<file path="src/rtl/mlc_pkg.sv">
`timescale 1ns/1ps
package mlc_pkg;

   parameter int unsigned MLC_W = 16;

   typedef logic [MLC_W-1:0] mlc_val_t;

   // lower v to lim when above it
   function automatic mlc_val_t cap_hi(input mlc_val_t v, input mlc_val_t lim);
      return (v > lim) ? lim : v;
   endfunction

   // raise v to lim when below it
   function automatic mlc_val_t cap_lo(input mlc_val_t v, input mlc_val_t lim);
      return (v < lim) ? lim : v;
   endfunction

   // a - b, stopping at zero
   function automatic mlc_val_t sat_sub(input mlc_val_t a, input mlc_val_t b);
      return (a > b) ? (a - b) : '0;
   endfunction

endpackage

</file>
<file path="src/rtl/mlc_strobe_pipe.sv">
`timescale 1ns/1ps
module mlc_strobe_pipe #(
   parameter int unsigned LAT = 2
) (
   input  logic           clk_i,
   input  logic           rst_ni,
   input  logic           strobe_i,
   output logic [LAT-1:0] taps_o
);

   if (LAT < 1) begin : gen_bad_lat
      $error("mlc_strobe_pipe: LAT must be at least 1");
   end

   if (LAT == 1) begin : gen_single
      always_ff @(posedge clk_i) begin
         if (!rst_ni) taps_o <= '0;
         else         taps_o <= strobe_i;
      end
   end else begin : gen_shift
      always_ff @(posedge clk_i) begin
         if (!rst_ni) taps_o <= '0;
         else         taps_o <= {taps_o[LAT-2:0], strobe_i};
      end
   end

endmodule

</file>
<file path="src/rtl/mlc_axis_clamp.sv">
`timescale 1ns/1ps
module mlc_axis_clamp
   import mlc_pkg::*;
#(
   parameter int unsigned ALIGN_BITS   = 3,
   parameter int unsigned DISP_CAP     = 4072,
   parameter int unsigned SS_CAP       = 4080,
   parameter int unsigned SE_CAP       = 4088,
   parameter int unsigned TOT_CAP      = 4128,
   parameter int unsigned DISP_MIN     = 640,
   parameter int unsigned DISP_MAX     = 2048,
   parameter int unsigned TOT_MIN_GAP  = 80,
   parameter int unsigned TOT_MAX_GAP  = 1016,
   parameter int unsigned SE_TOT_GAP   = 8,
   parameter int unsigned SS_DISP_GAP  = 8,
   parameter int unsigned SYNC_MAX_LEN = 248
) (
   input  logic     clk_i,
   input  logic     rst_ni,
   input  logic     load1_i,
   input  logic     load2_i,
   input  mlc_val_t disp_i,
   input  mlc_val_t ss_i,
   input  mlc_val_t se_i,
   input  mlc_val_t tot_i,
   output mlc_val_t disp_o,
   output mlc_val_t ss_o,
   output mlc_val_t se_o,
   output mlc_val_t tot_o
);

   localparam mlc_val_t LOW_MASK  = mlc_val_t'((64'd1 << ALIGN_BITS) - 64'd1);
   localparam mlc_val_t ALIGN_MSK = ~LOW_MASK;
   localparam mlc_val_t K_DCAP    = mlc_val_t'(DISP_CAP);
   localparam mlc_val_t K_SSCAP   = mlc_val_t'(SS_CAP);
   localparam mlc_val_t K_SECAP   = mlc_val_t'(SE_CAP);
   localparam mlc_val_t K_TCAP    = mlc_val_t'(TOT_CAP);
   localparam mlc_val_t K_DMIN    = mlc_val_t'(DISP_MIN);
   localparam mlc_val_t K_DMAX    = mlc_val_t'(DISP_MAX);
   localparam mlc_val_t K_TLO     = mlc_val_t'(TOT_MIN_GAP);
   localparam mlc_val_t K_THI     = mlc_val_t'(TOT_MAX_GAP);
   localparam mlc_val_t K_SEGAP   = mlc_val_t'(SE_TOT_GAP);
   localparam mlc_val_t K_SSGAP   = mlc_val_t'(SS_DISP_GAP);
   localparam mlc_val_t K_SLEN    = mlc_val_t'(SYNC_MAX_LEN);

   // elaboration-time parameter checks
   if (ALIGN_BITS >= MLC_W) begin : gen_bad_align
      $error("mlc_axis_clamp: ALIGN_BITS too wide");
   end
   if (DISP_MIN > DISP_MAX) begin : gen_bad_range
      $error("mlc_axis_clamp: DISP_MIN above DISP_MAX");
   end
   if (DISP_MAX + TOT_MAX_GAP + SYNC_MAX_LEN >= (64'd1 << MLC_W)) begin : gen_bad_span
      $error("mlc_axis_clamp: limits overflow the value width");
   end

   // ---------------- stage 1: alignment, caps, display range, total window
   mlc_val_t a_disp, a_ss, a_se, a_tot;

   if (ALIGN_BITS > 0) begin : gen_align
      assign a_disp = disp_i & ALIGN_MSK;
      assign a_ss   = ss_i   & ALIGN_MSK;
      assign a_se   = se_i   & ALIGN_MSK;
      assign a_tot  = tot_i  & ALIGN_MSK;
   end else begin : gen_noalign
      assign a_disp = disp_i;
      assign a_ss   = ss_i;
      assign a_se   = se_i;
      assign a_tot  = tot_i;
   end

   mlc_val_t c_disp, c_ss, c_se, c_tot;
   mlc_val_t r_disp, t_lo, t_hi;

   always_comb begin
      c_disp = cap_hi(a_disp, K_DCAP);
      c_ss   = cap_hi(a_ss,   K_SSCAP);
      c_se   = cap_hi(a_se,   K_SECAP);
      c_tot  = cap_hi(a_tot,  K_TCAP);
      r_disp = cap_hi(cap_lo(c_disp, K_DMIN), K_DMAX);
      t_lo   = cap_lo(c_tot, r_disp + K_TLO);
      t_hi   = cap_hi(t_lo,  r_disp + K_THI);
   end

   mlc_val_t q_disp, q_ss, q_se, q_tot;

   always_ff @(posedge clk_i) begin
      if (!rst_ni) begin
         q_disp <= '0;
         q_ss   <= '0;
         q_se   <= '0;
         q_tot  <= '0;
      end else if (load1_i) begin
         q_disp <= r_disp;
         q_ss   <= c_ss;
         q_se   <= c_se;
         q_tot  <= t_hi;
      end
   end

   // ---------------- stage 2: sync pulse placement and length
   mlc_val_t se_a, ss_b, se_c;

   always_comb begin
      se_a = cap_hi(q_se, sat_sub(q_tot, K_SEGAP));
      ss_b = cap_lo(q_ss, q_disp + K_SSGAP);
      se_c = cap_hi(se_a, ss_b + K_SLEN);
   end

   always_ff @(posedge clk_i) begin
      if (!rst_ni) begin
         disp_o <= '0;
         ss_o   <= '0;
         se_o   <= '0;
         tot_o  <= '0;
      end else if (load2_i) begin
         disp_o <= q_disp;
         ss_o   <= ss_b;
         se_o   <= se_c;
         tot_o  <= q_tot;
      end
   end

   // ---------------- assertions

   disp_range_chk: assert property (@(posedge clk_i) disable iff (!rst_ni)
      load2_i |=> (disp_o >= K_DMIN && disp_o <= K_DMAX));


   tot_window_chk: assert property (@(posedge clk_i) disable iff (!rst_ni)
      load2_i |=> (tot_o >= disp_o + K_TLO && tot_o <= disp_o + K_THI));


   sync_place_chk: assert property (@(posedge clk_i) disable iff (!rst_ni)
      load2_i |=> (ss_o >= disp_o + K_SSGAP && se_o <= ss_o + K_SLEN));


   out_hold_chk: assert property (@(posedge clk_i) disable iff (!rst_ni)
      !load2_i |=> ($stable(disp_o) && $stable(ss_o) && $stable(se_o) && $stable(tot_o)));

   if (ALIGN_BITS > 0) begin : gen_align_chk

      grid_align_chk: assert property (@(posedge clk_i) disable iff (!rst_ni)
         load2_i |=> (((disp_o | ss_o | se_o | tot_o) & LOW_MASK) == '0));
   end

endmodule

</file>
<file path="src/rtl/modeline_clamp.sv">
`timescale 1ns/1ps
module modeline_clamp
   import mlc_pkg::*;
#(
   parameter int unsigned H_ALIGN_BITS = 3,
   parameter int unsigned H_FIELD_MAX  = 'h1FF,
   parameter int unsigned H_TOT_EXTRA  = 5,
   parameter int unsigned H_DISP_MIN   = 640,
   parameter int unsigned H_DISP_MAX   = 2048,
   parameter int unsigned H_BLANK_MIN  = 80,
   parameter int unsigned H_BLANK_MAX  = 'h3F8,
   parameter int unsigned H_SYNC_LEN   = 'hF8,
   parameter int unsigned V_FIELD_MAX  = 'h7FF,
   parameter int unsigned V_TOT_EXTRA  = 2,
   parameter int unsigned V_DISP_MIN   = 480,
   parameter int unsigned V_DISP_MAX   = 1536,
   parameter int unsigned V_BLANK_MIN  = 3,
   parameter int unsigned V_BLANK_MAX  = 'hFF,
   parameter int unsigned V_SYNC_LEN   = 'hF
) (
   input  logic        clk_i,
   input  logic        rst_ni,
   input  logic        valid_i,
   input  logic [15:0] h_disp_i,
   input  logic [15:0] h_ss_i,
   input  logic [15:0] h_se_i,
   input  logic [15:0] h_tot_i,
   input  logic [15:0] v_disp_i,
   input  logic [15:0] v_ss_i,
   input  logic [15:0] v_se_i,
   input  logic [15:0] v_tot_i,
   output logic [15:0] h_disp_o,
   output logic [15:0] h_ss_o,
   output logic [15:0] h_se_o,
   output logic [15:0] h_tot_o,
   output logic [15:0] v_disp_o,
   output logic [15:0] v_ss_o,
   output logic [15:0] v_se_o,
   output logic [15:0] v_tot_o,
   output logic        done_o
);

   localparam int unsigned H_UNIT = 1 << H_ALIGN_BITS;
   localparam int unsigned V_UNIT = 1;
   localparam int unsigned LAT    = 2;

   if (MLC_W != 16) begin : gen_bad_w
      $error("modeline_clamp: port width assumes 16-bit values");
   end

   logic [LAT-1:0] taps;

   mlc_strobe_pipe #(.LAT(LAT)) u_pipe (
      .clk_i    (clk_i),
      .rst_ni   (rst_ni),
      .strobe_i (valid_i),
      .taps_o   (taps)
   );

   assign done_o = taps[LAT-1];

   mlc_axis_clamp #(
      .ALIGN_BITS   (H_ALIGN_BITS),
      .DISP_CAP     ((H_FIELD_MAX - 2) * H_UNIT),
      .SS_CAP       ((H_FIELD_MAX - 1) * H_UNIT),
      .SE_CAP       (H_FIELD_MAX * H_UNIT),
      .TOT_CAP      ((H_FIELD_MAX + H_TOT_EXTRA) * H_UNIT),
      .DISP_MIN     (H_DISP_MIN),
      .DISP_MAX     (H_DISP_MAX),
      .TOT_MIN_GAP  (H_BLANK_MIN),
      .TOT_MAX_GAP  (H_BLANK_MAX),
      .SE_TOT_GAP   (H_UNIT),
      .SS_DISP_GAP  (H_UNIT),
      .SYNC_MAX_LEN (H_SYNC_LEN)
   ) u_hor (
      .clk_i   (clk_i),
      .rst_ni  (rst_ni),
      .load1_i (valid_i),
      .load2_i (taps[0]),
      .disp_i  (h_disp_i),
      .ss_i    (h_ss_i),
      .se_i    (h_se_i),
      .tot_i   (h_tot_i),
      .disp_o  (h_disp_o),
      .ss_o    (h_ss_o),
      .se_o    (h_se_o),
      .tot_o   (h_tot_o)
   );

   mlc_axis_clamp #(
      .ALIGN_BITS   (0),
      .DISP_CAP     (V_FIELD_MAX - 2),
      .SS_CAP       (V_FIELD_MAX - 1),
      .SE_CAP       (V_FIELD_MAX),
      .TOT_CAP      (V_FIELD_MAX + V_TOT_EXTRA),
      .DISP_MIN     (V_DISP_MIN),
      .DISP_MAX     (V_DISP_MAX),
      .TOT_MIN_GAP  (V_BLANK_MIN),
      .TOT_MAX_GAP  (V_BLANK_MAX),
      .SE_TOT_GAP   (V_UNIT),
      .SS_DISP_GAP  (V_UNIT),
      .SYNC_MAX_LEN (V_SYNC_LEN)
   ) u_ver (
      .clk_i   (clk_i),
      .rst_ni  (rst_ni),
      .load1_i (valid_i),
      .load2_i (taps[0]),
      .disp_i  (v_disp_i),
      .ss_i    (v_ss_i),
      .se_i    (v_se_i),
      .tot_i   (v_tot_i),
      .disp_o  (v_disp_o),
      .ss_o    (v_ss_o),
      .se_o    (v_se_o),
      .tot_o   (v_tot_o)
   );


   done_lat_chk: assert property (@(posedge clk_i) disable iff (!rst_ni)
      valid_i |=> ##1 done_o);


   done_src_chk: assert property (@(posedge clk_i) disable iff (!rst_ni)
      done_o |-> $past(valid_i, 2));

endmodule

</file>
<file path="config.mk">
export PLATFORM = sky130hd
export DESIGN_NAME = modeline_clamp
export DESIGN_NICKNAME = d
export VERILOG_FILES = /design/src/rtl/mlc_pkg.sv /design/src/rtl/mlc_strobe_pipe.sv /design/src/rtl/mlc_axis_clamp.sv /design/src/rtl/modeline_clamp.sv
export SDC_FILE = /design/constraint.sdc
export NUM_CORES = 1
export LEC_CHECK = 0
export ABC_AREA = 1
export ABC_CLOCK_PERIOD_IN_PS = 6690
export BUFFER_PORTS_ARGS = -buffer_cell sky130_fd_sc_hd__clkbuf_2
export CAP_MARGIN = 20
export CORE_MARGIN = 8
export CORE_UTILIZATION = 40
export DETAILED_ROUTE_END_ITERATION = 7
export MAX_ROUTING_LAYER = met4
export SYNTH_ARGS = -nofsm -noshare
export SYNTH_HDL_FRONTEND = slang
export SYNTH_HIERARCHICAL = 1
export SYNTH_SLANG_ARGS = --single-unit
</file>
<file path="constraint.sdc">
create_clock -name clk_i -period 6.69 [get_ports clk_i]
set_input_delay 1.0035 -clock clk_i [delete_from_list [all_inputs] [get_ports clk_i]]
set_output_delay 1.0035 -clock clk_i [all_outputs]
set_load 0.03 [all_outputs]
</file>
==> metrics, run 1 <==
synth top area cells=dfxtp_1 28%, nand2_1 12%, ha_1 12%; mapped cell area=16,600 µm²; TNS Setup=0 ps; ratio of cells with drive above 1 in the final layout=16.5%; Max Slew Vio Count=0; WL per Instance=approximately 16 µm; fmax=169 MHz; die area=48,300 µm²; input/output buffers=235; register area=4690 µm²; CP Max Fanout=13; CTS tree=built; Synth top area share=between 20% and 30%; Initial DRT Pass Iterations=5; most frequent cell after synthesis=nand2_1; power density cells=253 nW/µm²; syn avg cell area=between 6 and 7 µm²; Lkg Pwr=9.76 nW; Ant. Diodes=0; DRT iter0 DRCs=1,003; dominant synthesized flop cell=dfxtp_1; # rows=74; NumNets Final=approximately 3,000; Post-synth EDFFs=0; Post-Syn Instances=between 2,000 and 2,500; chip height=approximately 220 µm; Antenna Violating Nets Remaining=0; first-pass GRT wire length=82,000 µm; largest net degree at the start of global routing=97; Max H-tree Level=1; Synth Register Bits=approximately 230; critical path capture point type=flop; Final Hold Viols=0; slowest stage delay, CP=350 ps; All-Layer GR Usage=21.1%; initial antenna violation count=0; fill count=4,275; PnR worst setup slack=777 ps; Root Buffer=clkbuf_16; worst clock skew=9.11 ps; CTS Sinks=between 200 and 250; Worst setup SP type=primary input; Overflow after GRT=0; Initial Util=40.6%; dpl ws=244 ps; worst slew pin tran=1080 ps; largest area contributor in the netlist=dfxtp_1; Yosys warnings=6; setup bufs post-CTS=0; RSZ-0062 raised after global routing=no; Slowest-stage cell, CP=o221a_2; CTS Buf Count=29; library cells used by synthesis=60; Core Region=a little over 40,000 µm²; Seq/Total Area, Yosys=between 20 and 30%; crit path DAT=6350 ps; Routed Wire Length=between 50,000 and 60,000 µm; vias per cell=between 5 and 6; post-DP HPWL=40,000 µm; Post-synth ARST share=0%; worst-case vdd ir drop=0.175 mV; routed vias=16,600; Most common cell on crit path=nand2_1; Die W=around 220 µm; CTS max path bufs=3; synthesis-to-finish area growth=17.2%; slew margin rel.=27.4%; min-delay worst type=flop to flop; Reg clk slew, reported paths=60 ps; critical path class=primary input to flop; global placer's final weighted congestion=0.923; min cycle time layout=5910 ps; Skew-Pair Late Insertion Delay=550 ps; vias in the first global route=15,900; drt drc=0; max_cap viols=0; status=complete, no violations; multi-input logic area=10,500 µm²; Final setup viols=0; Synth top cells by count=533 x nand2_1, 307 x nor2_1, 297 x inv_1; Top Ports=260; CP Data Required Time=7130 ps; fin crit share=88.4%
==> cell type report <==
type	count	area share [%]
clock buffer	37	4.14
clock inverter	15	1.11
inverter	319	6.17
multi-input combinational	1881	53.8
sequential	234	24.1
tap	532	3.42
timing repair buffer	261	7.28
==> metal layers <==
layer	part of all wire, %	track usage, %	up-vias
met1	49	28.6	7562
li1	-	-	8572
met2	45	33.6	362
met3	4.4	1.96	70
met4	2.2	5.39	0
met5	0	-	-
==> registers in the layout, summed over array words and instances, names as in the netlist <==
register       cells
u_ver/tot_o       16
u_hor/se_o        13
u_ver/ss_o        16
u_hor/ss_o        13
u_hor/q_ss        13
u_pipe/taps_o      2
u_hor/tot_o       13
u_ver/q_tot       16
u_hor/disp_o      13
u_ver/q_disp      16
u_ver/q_ss        16
u_ver/se_o        16
u_hor/q_se        13
u_ver/disp_o      16
u_ver/q_se        16
u_hor/q_disp      13
u_hor/q_tot       13
==> through the flow <==
step | instance area [µm²] | hold slack, ps | utilization (%) | total power, mW | instances
detailed placement | 18300 | 445 | 44.8 | 3.23 | 3225
finish | 19500 | 453 | 47.6 | 4.92 | 3279
global placement | 18300 | 441 | 44.8 | 3.21 | 3225
floorplan | 16800 | 427 | - | 2.80 | 2529
global route | 19500 | 475 | 47.6 | 5.26 | 3279
CTS | 19400 | 455 | 47.3 | 4.93 | 3277
==> worst paths after layout <==
kind              cells after the start              to       startpoint  slack [ps]
hold / removal                        2  u_ver/q_se[12]   u_ver/q_se[12]         450
hold reg to reg                       2  u_ver/q_se[12]   u_ver/q_se[12]         450
setup / recovery                     44  u_ver/q_tot[8]      v_disp_i[4]         780
setup reg to reg                     31   u_hor/se_o[4]  u_hor/q_disp[3]         810
==> what timing repair did <==
action                                  in CTS  in global routing
hold buffers                                 0                  0
gates resized for setup                      0                 21
endpoints found under the setup margin       0                 25
==> where the power goes <==
group | total (mW) | switching, mW | internal [mW] | leakage (nW)
logic | 1.67 | 1.12 | 0.544 | 7.34
registers | 1.58 | 0.0812 | 1.50 | 1.92
clock network | 1.68 | 0.640 | 1.04 | 0.497
==> placed cells by master (no fill, tap or decap), types with 18 or more instances in the layout <==
cell,count
clkbuf_16,29
clkbuf_2,234
nor3_1,21
o21ai_0,170
ha_1,154
o211ai_1,28
conb_1,44
nand3_1,104
dfxtp_1,232
a21oi_1,184
nand2_1,531
buf_4,24
nor2_1,305
o22ai_1,18
xor2_1,40
nand2_2,38
inv_1,296
nand4_1,49
==> cell families (layout without fill, tap and decap cells) <==
family / Yosys count / in the layout / synth area share [%]
xor gates and xnor gates: 58 / 58 / 3.15
DFF: 234 / 234 / 28.2
buffers and inverters: 414 / 632 / 10.0
AOI/OAI and AO/OA: 483 / 483 / 16.4
other: 4 / 44 / 0.0903
adders and majority gates: 154 / 154 / 11.6
and+or+nand+nor: 1142 / 1142 / 30.6
==> worst max-delay path: cells and delay by family <==
| family | cells | cell delay (ps) |
|---|---|---|
| AND/OR/NAND/NOR | 29 | 2830 |
| buffers and inverters | 7 | 640 |
| adder cells (fa/ha/maj) | 3 | 810 |
| AO/OA/AOI/OAI | 5 | 1000 |
No activity file was read; power rests on OpenSTA's default activity.
==> run 2: changes to the inputs <==
--- a/config.mk
+++ b/config.mk
@@ -13,6 +13,7 @@
 export CORE_UTILIZATION = 40
 export DETAILED_ROUTE_END_ITERATION = 7
 export MAX_ROUTING_LAYER = met4
+export RECOVER_POWER = 100
 export SYNTH_ARGS = -nofsm -noshare
 export SYNTH_HDL_FRONTEND = slang
 export SYNTH_HIERARCHICAL = 1
==> metrics, run 2 (synthesis results as in run 1) <==
worst slew pin tran=2410 ps; GR Util met2=33.6%; slew margin rel.=-60.7%; Root Buffer=clkbuf_16; CP Max Fanout=13; Worst setup SP type=primary input; Reg clk slew, reported paths=approximately 60 ps; Final setup viols=0; crit path DAT=6580 ps; Max Slew Vio Count=160; NumNets Final=3,011; most frequent cells in the layout=534 x nand2_1, 306 x nor2_1, 299 x inv_1, 233 x dfxtp_1, 184 x a21oi_1; Max H-tree Level=1; Skew-Pair Late Insertion Delay=550 ps; largest net degree at the start of global routing=slightly below 100; met1 global-route usage=28.6%; DRT iter0 DRCs=1,005; WP buf/inv=7; worst clock skew=7.76 ps; Initial DRT Pass Iterations=5; vias in the first global route=15,900; CTS tree=built; max_cap viols=3; WL per Instance=15.6 µm; Top Ports=260; ratio of cells with drive above 1 in the final layout=a little under an eighth; global placer's final weighted congestion=0.923; Die W=around 220 µm; post-placement cell area=18,300 µm²; min cycle time layout=6140 ps; Top Usage Layer GRT=met2; Worst path top cell family by delay=simple AND/OR/NAND/NOR gates; RSZ-0062 raised after global routing=no; worst-case vdd ir drop=0.179 mV; Antenna Violating Nets Remaining=0; power density cells=255 nW/µm²; Ant. Diodes=0; # rows=74; most common library cell in the layout ignoring fill and taps=nand2_1; CTS max path bufs=3; fmax=163 MHz; first-pass GRT wire length=82,000 µm; register-to-register setup slack=just under 700 ps; Lkg Pwr=9.35 nW; vias per cell=around 5.0; Overflow after GRT=0; Slowest-stage cell, CP=o221a_1; CTS hold repair buffers=0; Final Hold Viols=0; drt drc=0; CTS Buf Count=29; Core Region=40,900 µm²; critical path class=primary input to flop; min-delay worst type=flop to flop; M3 GR Usage=1.96%; initial antenna violation count=0; CP Data Required Time=between 7000 and 8000 ps; synthesis-to-finish area growth=16.0%; routed vias=~17,000; critical path capture point type=flop; Initial Util=40.6%; slowest stage delay, CP=roughly 450 ps; die area=48,300 µm²; setup bufs post-CTS=0; failing checks=capacitance limit, slew limit; input/output buffers=between 200 and 250; chip height=220 µm; TNS Setup=0 ps; smallest hold slack=between 400 and 500 ps; fin crit share=91.7%; All-Layer GR Usage=21.1%; CTS Sinks=between 200 and 250; # resized after CTS=0; Routed Wire Length=roughly 51,000 µm; Most common cell on crit path=nand2_1; status=finished, violations left; post-DP HPWL=40,000 µm; design area=19,300 µm²
## run 2: routing by layer
metal | vias up | routed length [µm]
li1 | 8561 | -
met1 | 7565 | 25000
met2 | 355 | 23000
met3 | 66 | 2160
met4 | 0 | 1100
met5 | - | 0
## run 2: worst paths after layout
check / startpoint / endpoint / depth (start not counted)
worst max-delay path: v_disp_i[6] / u_ver/q_tot[8] / 44
worst min-delay path: u_hor/q_se[14] / u_hor/q_se[14] / 2
worst min register to register: u_hor/q_se[14] / u_hor/q_se[14] / 2
worst max register to register: u_hor/q_disp[3] / u_hor/se_o[10] / 32
## run 2: cell type report
cell class	instances	area (µm²)
fill	4349	21600
inverter	319	1200
tap	532	666
timing repair buffer	261	1260
multi-input combinational	1881	10400
clock buffer	37	806
clock inverter	15	215
sequential	234	4690
## run 2: report_power, final
group          leakage [nW]  switching, mW  internal [mW]
combinational          6.94           1.12          0.526
sequential             1.92         0.0808           1.50
clock                 0.497          0.641           1.04
## run 2: stage by stage
step,setup WS (ps),power (mW),instances,utilization [%]
4_1_cts,383,4.93,3277,47.3
2_1_floorplan,1040,2.80,2529,-
3_5_place_dp,244,3.23,3225,44.8
6_report,555,4.91,3279,47.1
3_3_place_gp,259,3.21,3225,44.8
5_1_grt,21.2,5.24,3279,47.1
## run 2: worst reg2reg max path, delay by kind of cell, from the launching register on
kind	cells	cell delay, ps
simple gates	18	2640
fa+ha+maj	4	1020
compound gates	6	980
buf+inv	3	540
flops	1	420
xor+xnor	1	220
